===== config.mk =====
export PLATFORM = sky130hd
export DESIGN_NAME = mbx_ipc_top
export DESIGN_NICKNAME = d
export VERILOG_FILES = /design/src/rtl/mbx_pkg.sv /design/src/rtl/mbx_fifo.sv /design/src/rtl/mbx_irq_bank.sv /design/src/rtl/mbx_ipc_top.sv
export SDC_FILE = /design/constraint.sdc
export NUM_CORES = 1
export LEC_CHECK = 0
export ABC_AREA = 1
export BUFFER_PORTS_ARGS = -buffer_cell sky130_fd_sc_hd__clkbuf_2
export CORE_ASPECT_RATIO = 1.1
export CORE_UTILIZATION = 45
export DETAILED_ROUTE_END_ITERATION = 16
export GPL_TIMING_DRIVEN = 0
export HOLD_SLACK_MARGIN = 0.08
export MAX_ROUTING_LAYER = met4
export PLACE_DENSITY_LB_ADDON = 0.05
export RECOVER_POWER = 25
export SLEW_MARGIN = 20
export SYNTH_ARGS = -nofsm -noshare
export SYNTH_HDL_FRONTEND = slang
export SYNTH_SLANG_ARGS = --single-unit
export TNS_END_PERCENT = 50

===== constraint.sdc =====
create_clock -name clk -period 8.15 [get_ports clk]
set_input_delay 1.2225 -clock clk [delete_from_list [all_inputs] [get_ports clk]]
set_output_delay 1.2225 -clock clk [all_outputs]
set_load 0.1 [all_outputs]

===== src/rtl/mbx_pkg.sv =====
package mbx_pkg;
  localparam int NUM_USER = 2;
  localparam int NUM_MBOX = 2;
  localparam int EV_W     = 2 * NUM_MBOX;
  localparam int ADDR_W   = 3;
  localparam int USER_W   = 1;

  localparam int ADR_MSG_BASE  = 0;
  localparam int ADR_FULL_BASE = 2;
  localparam int ADR_CNT_BASE  = 4;
  localparam int ADR_IRQ_EN    = 6;
  localparam int ADR_IRQ_ST    = 7;

  function automatic int receiver_of(input int m);
    return (m + 1) % NUM_USER;
  endfunction
endpackage


===== src/rtl/mbx_fifo.sv =====
module mbx_fifo #(
  parameter int DATA_W = 32,
  parameter int DEPTH  = 4
) (
  input  logic                              clk,
  input  logic                              rst_n,
  input  logic                              push_req,
  input  logic [DATA_W-1:0]                 push_data,
  input  logic                              pop_req,
  output logic [DATA_W-1:0]                 head,
  output logic [$clog2(DEPTH+1)-1:0]        count,
  output logic                              full,
  output logic                              empty,
  output logic                              push_done,
  output logic                              pop_from_full
);
  localparam int PTR_W = (DEPTH > 1) ? $clog2(DEPTH) : 1;
  localparam int CNT_W = $clog2(DEPTH + 1);

  logic [DATA_W-1:0] mem [DEPTH];
  logic [PTR_W-1:0]  wr_ptr, rd_ptr;
  logic              push_ok, pop_ok;

  function automatic logic [PTR_W-1:0] ptr_next(input logic [PTR_W-1:0] p);
    return (p == PTR_W'(DEPTH - 1)) ? '0 : p + 1'b1;
  endfunction

  assign full          = (count == CNT_W'(DEPTH));
  assign empty         = (count == '0);
  assign push_ok       = push_req && !full;
  assign pop_ok        = pop_req && !empty;
  assign push_done     = push_ok;
  assign pop_from_full = pop_ok && full;
  assign head          = mem[rd_ptr];

  always_ff @(posedge clk) begin
    if (push_ok) mem[wr_ptr] <= push_data;
  end

  always_ff @(posedge clk) begin
    if (!rst_n) begin
      wr_ptr <= '0;
      rd_ptr <= '0;
      count  <= '0;
    end else begin
      if (push_ok) wr_ptr <= ptr_next(wr_ptr);
      if (pop_ok)  rd_ptr <= ptr_next(rd_ptr);
      case ({push_ok, pop_ok})
        2'b10:   count <= count + 1'b1;
        2'b01:   count <= count - 1'b1;
        default: count <= count;
      endcase
    end
  end
endmodule


===== src/rtl/mbx_irq_bank.sv =====
module mbx_irq_bank #(
  parameter int EV_W = 4
) (
  input  logic            clk,
  input  logic            rst_n,
  input  logic            en_we,
  input  logic            st_w1c,
  input  logic [EV_W-1:0] wdata,
  input  logic [EV_W-1:0] event_set,
  output logic [EV_W-1:0] enable,
  output logic [EV_W-1:0] status,
  output logic            irq
);
  logic [EV_W-1:0] clr_mask;

  assign clr_mask = st_w1c ? wdata : '0;
  assign irq      = |(status & enable);

  always_ff @(posedge clk) begin
    if (!rst_n) begin
      enable <= '0;
      status <= '0;
    end else begin
      if (en_we) enable <= wdata;
      status <= (status & ~clr_mask) | event_set;
    end
  end
endmodule


===== src/rtl/mbx_ipc_top.sv =====
module mbx_ipc_top
  import mbx_pkg::*;
#(
  parameter int DATA_W = 32,
  parameter int DEPTH  = 4
) (
  input  logic                clk,
  input  logic                rst_n,
  input  logic                bus_valid,
  input  logic                bus_write,
  input  logic                bus_user,
  input  logic [2:0]          bus_addr,
  input  logic [DATA_W-1:0]   bus_wdata,
  output logic                rsp_valid,
  output logic [DATA_W-1:0]   rsp_data,
  output logic [1:0]          irq
);
  localparam int CNT_W = $clog2(DEPTH + 1);

  logic rd_req, wr_req;
  logic [NUM_MBOX-1:0]             push_req, pop_req, mb_full, mb_empty, push_done, pop_ff;
  logic [NUM_MBOX-1:0][DATA_W-1:0] mb_head;
  logic [NUM_MBOX-1:0][CNT_W-1:0]  mb_count;
  logic [EV_W-1:0]                 evt;
  logic [NUM_USER-1:0][EV_W-1:0]   irq_en, irq_st;
  logic [DATA_W-1:0]               rd_word;

  assign rd_req = bus_valid && !bus_write;
  assign wr_req = bus_valid && bus_write;

  for (genvar m = 0; m < NUM_MBOX; m++) begin : g_mbox
    assign push_req[m] = wr_req && (bus_addr == ADDR_W'(ADR_MSG_BASE + m));
    assign pop_req[m]  = rd_req && (bus_addr == ADDR_W'(ADR_MSG_BASE + m))
                         && (bus_user == USER_W'(receiver_of(m)));

    mbx_fifo #(.DATA_W(DATA_W), .DEPTH(DEPTH)) u_fifo (
      .clk           (clk),
      .rst_n         (rst_n),
      .push_req      (push_req[m]),
      .push_data     (bus_wdata),
      .pop_req       (pop_req[m]),
      .head          (mb_head[m]),
      .count         (mb_count[m]),
      .full          (mb_full[m]),
      .empty         (mb_empty[m]),
      .push_done     (push_done[m]),
      .pop_from_full (pop_ff[m])
    );

    assign evt[2*m]   = push_done[m];
    assign evt[2*m+1] = pop_ff[m];
  end

  for (genvar u = 0; u < NUM_USER; u++) begin : g_user
    logic en_we, st_w1c;
    assign en_we  = wr_req && (bus_user == USER_W'(u)) && (bus_addr == ADDR_W'(ADR_IRQ_EN));
    assign st_w1c = wr_req && (bus_user == USER_W'(u)) && (bus_addr == ADDR_W'(ADR_IRQ_ST));

    mbx_irq_bank #(.EV_W(EV_W)) u_bank (
      .clk       (clk),
      .rst_n     (rst_n),
      .en_we     (en_we),
      .st_w1c    (st_w1c),
      .wdata     (bus_wdata[EV_W-1:0]),
      .event_set (evt),
      .enable    (irq_en[u]),
      .status    (irq_st[u]),
      .irq       (irq[u])
    );
  end

  always_comb begin
    rd_word = '0;
    for (int m = 0; m < NUM_MBOX; m++) begin
      if (bus_addr == ADDR_W'(ADR_MSG_BASE + m) && pop_req[m] && !mb_empty[m])
        rd_word = mb_head[m];
      if (bus_addr == ADDR_W'(ADR_FULL_BASE + m))
        rd_word[0] = mb_full[m];
      if (bus_addr == ADDR_W'(ADR_CNT_BASE + m))
        rd_word[CNT_W-1:0] = mb_count[m];
    end
    if (bus_addr == ADDR_W'(ADR_IRQ_EN)) rd_word[EV_W-1:0] = irq_en[bus_user];
    if (bus_addr == ADDR_W'(ADR_IRQ_ST)) rd_word[EV_W-1:0] = irq_st[bus_user];
  end

  always_ff @(posedge clk) begin
    if (!rst_n) begin
      rsp_valid <= 1'b0;
      rsp_data  <= '0;
    end else begin
      rsp_valid <= rd_req;
      rsp_data  <= rd_req ? rd_word : '0;
    end
  end
endmodule


# [After elaboration in Yosys (flattened, before gate mapping)]
# Memory sizes are Yosys's and may differ from the RTL's. A register that Yosys moved wholly into a read port is not among the register bits.
# Index checks and enable logic that the tools add are counted.
[op_classes] add_sub_neg=8 multipliers=0 div=0 n_lt_le_gt_ge=1 eq_ne=17 shift=0 muxes=28 n_bitwise=9 n_reduce_logical=37
[op_table] op="32-bit 2-to-1 mux" n=2
[op_table] op="4-bit 2-to-1 mux" n=8
[op_table] op="1-bit logical AND" n=24
[op_table] op="3-bit equality test, second input constant" n=6
[op_table] op="4-bit AND" n=4
[op_table] op="2-bit 2-to-1 mux" n=8
[op_table] op="2-bit equality test, second input constant" n=6
[op_table] op="3-bit case mux with 2 select lines" n=2
[op_table] op="3-bit zero test" n=3
[op_table] op="2-bit by 1-bit adder with 2-bit output, second input constant" n=4
[op_table] op="4-bit NOT" n=2
[op_table] op="4-bit bitwise OR" n=2
[op_table] op="4-bit OR reduction" n=2
[op_table] op="3-bit by 1-bit adder with 3-bit output, second input constant" n=2
[op_table] op="3-bit by 2-bit equality test with 1-bit output, second input constant" n=2
[op_table] op="1-bit 2-to-1 mux" n=6
[op_table] op="3-bit 2-to-1 mux" n=2
[op_table] op="3-bit by 1-bit subtractor with 3-bit output, second input constant" n=2
[op_table] op="1-bit zero test" n=5
[op_table] op="2-bit by 1-bit equality test with 1-bit output, second input constant" n=2
[op_table] op="2-bit nonzero test" n=2
[op_table] op="3-bit by 1-bit equality test with 1-bit output, second input constant" n=1
[op_table] op="1-bit by 2-bit less-than comparator with 1-bit output, second input constant" n=1
[op_table] op="2-bit AND reduction" n=1
[op_table] op="1-bit NOT" n=1
[totals] ff_bits=63 latch_bits=0 mem_bits_rw=256 romBits=0 in_bits=40 out_inout_bits=35 elab_cells=114 memories=2
[memory_table] name="g_mbox[0].u_fifo.mem" depth=4 word_bits=32 rd=1 rd_clocked_by_memory_dff=1 write_ports=1 line="mbx_fifo.sv:20" source="logic [DATA_W-1:0] mem [DEPTH];"
[memory_table] name="g_mbox[1].u_fifo.mem" depth=4 word_bits=32 rd=1 rd_clocked_by_memory_dff=1 write_ports=1 line="mbx_fifo.sv:20"

# [Logic depth before layout (Yosys ltp)]
[depth] ltp_word=14 depth_mapped=14 mapped_depth_nobuf=12

# [Hierarchy]
# A second synthesis with hierarchy kept.
[hier_totals] hier_cells=1069 area_unflattened_um2=12714.7
[by_module_without_submodules] mod="mbx_fifo at g_mbox[1].u_fifo" n_inst=1 cells_per_inst=381 area_each_um2=5288.8 seq_area_each_um2=4023.9
[by_module_without_submodules] mod="mbx_fifo at g_mbox[0].u_fifo" n_inst=1 cells_per_inst=382 area_each_um2=5287.6 seq_area_each_um2=4023.9
[by_module_without_submodules] mod="mbx_ipc_top" n_inst=1 cells_per_inst=220 area_each_um2=1530.2 seq_area_each_um2=660.6
[by_module_without_submodules] mod="mbx_irq_bank" n_inst=2 cells_per_inst=43 area_each_um2=304.0 seq_area_each_um2=160.2

# [Worst setup path before layout]
# No wires, ideal clock.
[synth_timing] path_kind="in2reg" startpoint="in bus_addr[1]" endpoint="mem g_mbox[0].u_fifo.mem[3][0] (enable)" setup_time_ps=421 t_arrival_ps=3223 slack_ps=4506 path_stages=6 path_cell_list="inv_2 nand2_1 nor4_1 inv_1 buf_2 nor2_1"
[synth_via] elab_chain_cells=5
[synth_lines] element="start, declared" line="mbx_ipc_top.sv:12" source="input logic [2:0] bus_addr,"
[synth_lines] element="3-bit zero test" line="mbx_ipc_top.sv:32" source="assign push_req[m] = wr_req && (bus_addr == ADDR_W'(ADR_MSG_BASE + m));"
[synth_lines] element="1-bit logical AND" line="mbx_ipc_top.sv:32"
[synth_lines] element="1-bit logical AND" line="mbx_fifo.sv:30" source="assign push_ok = push_req && !full;"
[synth_lines] element="1-bit 2-to-1 mux" line="mbx_fifo.sv:37" source="if (push_ok) mem[wr_ptr] <= push_data;"
[synth_lines] element="1-bit 2-to-1 mux (not written as such)" line="mbx_fifo.sv:37"
[synth_lines] element="end, declared" line="mbx_fifo.sv:20"
# Every way passes these cells.

# [Final worst setup path]
[layout_timing] startpoint="in bus_addr[1]" endpoint="reg g_mbox[0].u_fifo.count[2]"
[layout_via] elab_chain_cells=6 word_cells_on_any_way=10 cone_classes="eq/ne (2); mux (1); reduce/logical (7)"
[layout_lines] element="3-bit zero test (*)" line="mbx_ipc_top.sv:33" source="assign pop_req[m] = rd_req && (bus_addr == ADDR_W'(ADR_MSG_BASE + m))"
[layout_lines] element="1-bit logical AND (*)" line="mbx_ipc_top.sv:33"
[layout_lines] element="1-bit logical AND (*)" line="mbx_ipc_top.sv:34" source="&& (bus_user == USER_W'(receiver_of(m)));"
[layout_lines] element="1-bit logical AND (*)" line="mbx_fifo.sv:31" source="assign pop_ok = pop_req && !empty;"
[layout_lines] element="named net g_mbox[0].u_fifo.pop_ok" line="mbx_fifo.sv:22" source="logic push_ok, pop_ok;"
[layout_lines] element="2-bit by 1-bit equality test with 1-bit output / 2-bit equality test (equally long branches)" line="mbx_fifo.sv:48" source="case ({push_ok, pop_ok})"
[layout_lines] element="3-bit case mux with 2 select lines / 2-bit nonzero test (equally long branches)"
[layout_lines] element="end signal, assigned" line="mbx_fifo.sv:49" source="2'b10: count <= count + 1'b1;"
[layout_lines] element="end signal, assigned" line="mbx_fifo.sv:50" source="2'b01: count <= count - 1'b1;"
[layout_lines] element="end signal, assigned" line="mbx_fifo.sv:51" source="default: count <= count;"
[layout_lines] element="end, declared" line="mbx_fifo.sv:11" source="output logic [$clog2(DEPTH+1)-1:0] count,"
# The timed path passes the listed nets; every way through them passes the cells marked *.
# A chain may end at the register's enable or synchronous reset.

==> metrics.cfg <==
[placed_design]
portBuffers = 73
dp_hpwl_um = 19780
routabilityCongestion = 0.8115

[power]
p_clk_frac = 0.450
total_power_uw = 3364
pwr-share-comb = 0.019
sw_frac_of_total = 0.1986
p_seq_frac = 0.531
power.density_nw_per_um2 = 229.8
p_leak_uw = 0.005026
irDropWorstVdd_v = 0.0001327
p_sw_uw = 668.1
internal-power_uw = 2696

[synthesis]
ys.warnings.count = 0
synth-edff-count = 256
syn_nets = 1081
ys_async_sr_fraction = 0
syn-instance-count = 1027
yosys.area.top_type = edfxtp_1
synth_top_area_frac = 0.6193
ys_seq_area_frac = 0.7273
synth_area_leaders = edfxtp_1, dfxtp_1, o21ai_0, nor2_1, nand2_1
synth_ff_type = edfxtp_1
yosys.cell_count.top_type = edfxtp_1
synth.avg_cell_area_um2 = 12.09
yosysUniqueCellTypes = 33
synth_area_um2 = 12410
synth_common_cells = edfxtp_1, o21ai_0, nor2_1
ys_ff_latch = 323

[setup_path]
cp.arrival_ns = 3.49
end_kind = flop
path_class = input port to flop
cp.required_ns = 8.54
setup.worst_path.start_class = input port
crit_path_max_fanout = 10

[clock_network]
ctsHoldBuffers = 0
path_clk_slew_ns = 0.06
cts_buffers = 35
clock_latency_ns = 0.51
cts-root-to-sink-buffers = 3
h-tree-depth = 2
post_cts_buffers = 0
clock-sinks = 323
cts_root_buffer = clkbuf_16
cts_tree = yes
cts_resized = 0

[die]
ioPinCount = 75
die_y_um = 176.2
num_rows = 63
dieArea_um2 = 28250
core_area_um2 = 27040
die_w_um = 160.4
start_util = 0.4591

[drt]
drtAntennaViolNets = 0
wl_per_cell_um = 20.77
routed_wl_um = 31800
drc = 0
drt-initial-drc-count = 660
drtPass1Iterations = 6
via_per_inst = 5.370
vias = 8222

[timing]
worstMarginPinSlew_ns = 0.8695
fin_crit_sh = 0.3805
rsz0062_at_grt = false
period_needed_ns = 3.101
slew_violations = 0
hold_ws_ns = 0.4799
fin_skew_ns = 0.01414
tns_ns = 0
hold_violations = 0
fmax_mhz = 322.5
slew_headroom = 0.4203
setup_viol = 0

[run_status]
status = finished, final reports clean

[worst_hold_path]
hp-class = flop to flop

[global_route]
grt_overflow = 0
antenna_found_initial = 0
grt_pass1_wl_um = 47630
grt_max_degree = 21
grt_pass1_vias = 7947
grt_usage = 0.2376

[cells_and_area]
antennaDiodeCount = 0
multi_input_area_um2 = 2974
syn_to_final_growth_pct = 17.93
fin_nets = 1202
fill_cells = 2317
regArea_um2 = 9029
drive_above_1_share = 0.1371

[flow_run]
maxCapViolations = 0

-- per-layer routing --
| metal | global-route usage | wire, um |
|---|---|---|
| met1 | 0.3159 | 14440 |
| met2 | 0.3757 | 15020 |
| met3 | 0.03101 | 1505 |
| met4 | 0.08730 | 832 |
| met5 | - | 0 |
-- final timing paths --
path                                      startpoint  slack (ns)                                      end  cells past startpoint
min          g_user[0].u_bank.enable[1]$_SDFFE_PN0P_        0.48  g_user[0].u_bank.enable[1]$_SDFFE_PN0P_                      2
min reg2reg  g_user[0].u_bank.enable[1]$_SDFFE_PN0P_        0.48  g_user[0].u_bank.enable[1]$_SDFFE_PN0P_                      2
max                                      bus_addr[1]        5.05   g_mbox[0].u_fifo.count[2]$_SDFFE_PN0P_                     14
max reg2reg   g_mbox[0].u_fifo.count[2]$_SDFFE_PN0P_        5.60   g_mbox[0].u_fifo.count[2]$_SDFFE_PN0P_                     12
-- cell type report --
cell class	instances	share of cell area
Clock inverter	14	0.006581
Clock buffer	49	0.06906
Sequential cell	323	0.6168
Tap cell	357	0.03051
Inverter	50	0.01282
Timing Repair Buffer	84	0.04179
Multi-Input combinational cell	597	0.2032
Buffer	57	0.01932
-- kinds of logic (layout without fill, tap and decap cells) --
logic type	count (synthesis)	count (layout)	synth area share
simple gates	298	298	0.09566
flops	323	323	0.7273
buf+inv	107	254	0.03790
fa+ha+maj	14	14	0.01532
compound gates	285	285	0.1238
-- power groups by stage --
stage	clock, uW	combinational, uW	sequential (uW)
3_5_place_dp	0	64.5	1820
2_1_floorplan	0	24.1	1820
3_3_place_gp	0	61.7	1820
6_report	1520	63.4	1790
5_1_grt	1600	70.4	1780
4_1_cts	1550	64.8	1780
-- sequential cells by signal, indices dropped and copies added, names as in the netlist, named ones only --
name and cells:
g_mbox.u_fifo.rd_ptr 4, g_mbox.u_fifo.count 6, g_mbox.u_fifo.wr_ptr 4, g_user.u_bank.status 8
g_mbox.u_fifo.mem 256, rsp_valid 1, rsp_data 32, g_user.u_bank.enable 8
-- cell usage in the layout (no fill, tap or decap), types with 2 or more instances in the layout --
master,instances
edfxtp_1,256
o21ai_0,153
nor2_1,135
nand2_1,128
dfxtp_1,67
a21oi_1,64
clkbuf_1,61
o22ai_1,57
clkbuf_2,52
inv_1,43
clkbuf_16,37
buf_2,16
ha_1,12
nor2_4,9
nor3_1,7
nand3_1,7
clkinv_2,7
buf_16,7
inv_2,6
buf_6,5
nand4_1,5
clkinv_1,5
clkbuf_8,4
buf_12,4
nor2_2,3
buf_4,3
o211a_1,2
a211oi_2,2
a41oi_1,2
o21ai_1,2
fa_1,2
-- metrics by stage --
stage,utilization,worst slack [ns],std cells,instance area (um^2)
floorplan,-,4.506,1027,12410
global placement,0.4891,2.361,1457,13230
detailed placement,0.5015,4.507,1468,13560
CTS,0.5424,5.049,1531,14670
global route,0.5414,4.786,1531,14640
finish,0.5414,5.049,1531,14640
-- critical path, stage by stage --
cell      delay (ns)
clkbuf_2        0.13
inv_2           0.11
nand2_1         0.11
nor2_2          0.10
nand2_2         0.08
nor2_4          0.25
buf_2           0.32
ha_1            0.18
inv_1           0.07
fa_1            0.44
a21oi_1         0.14
o21ai_0         0.12
o21ai_0         0.15
a21oi_1         0.06
(Power assumes the default switching activity.)
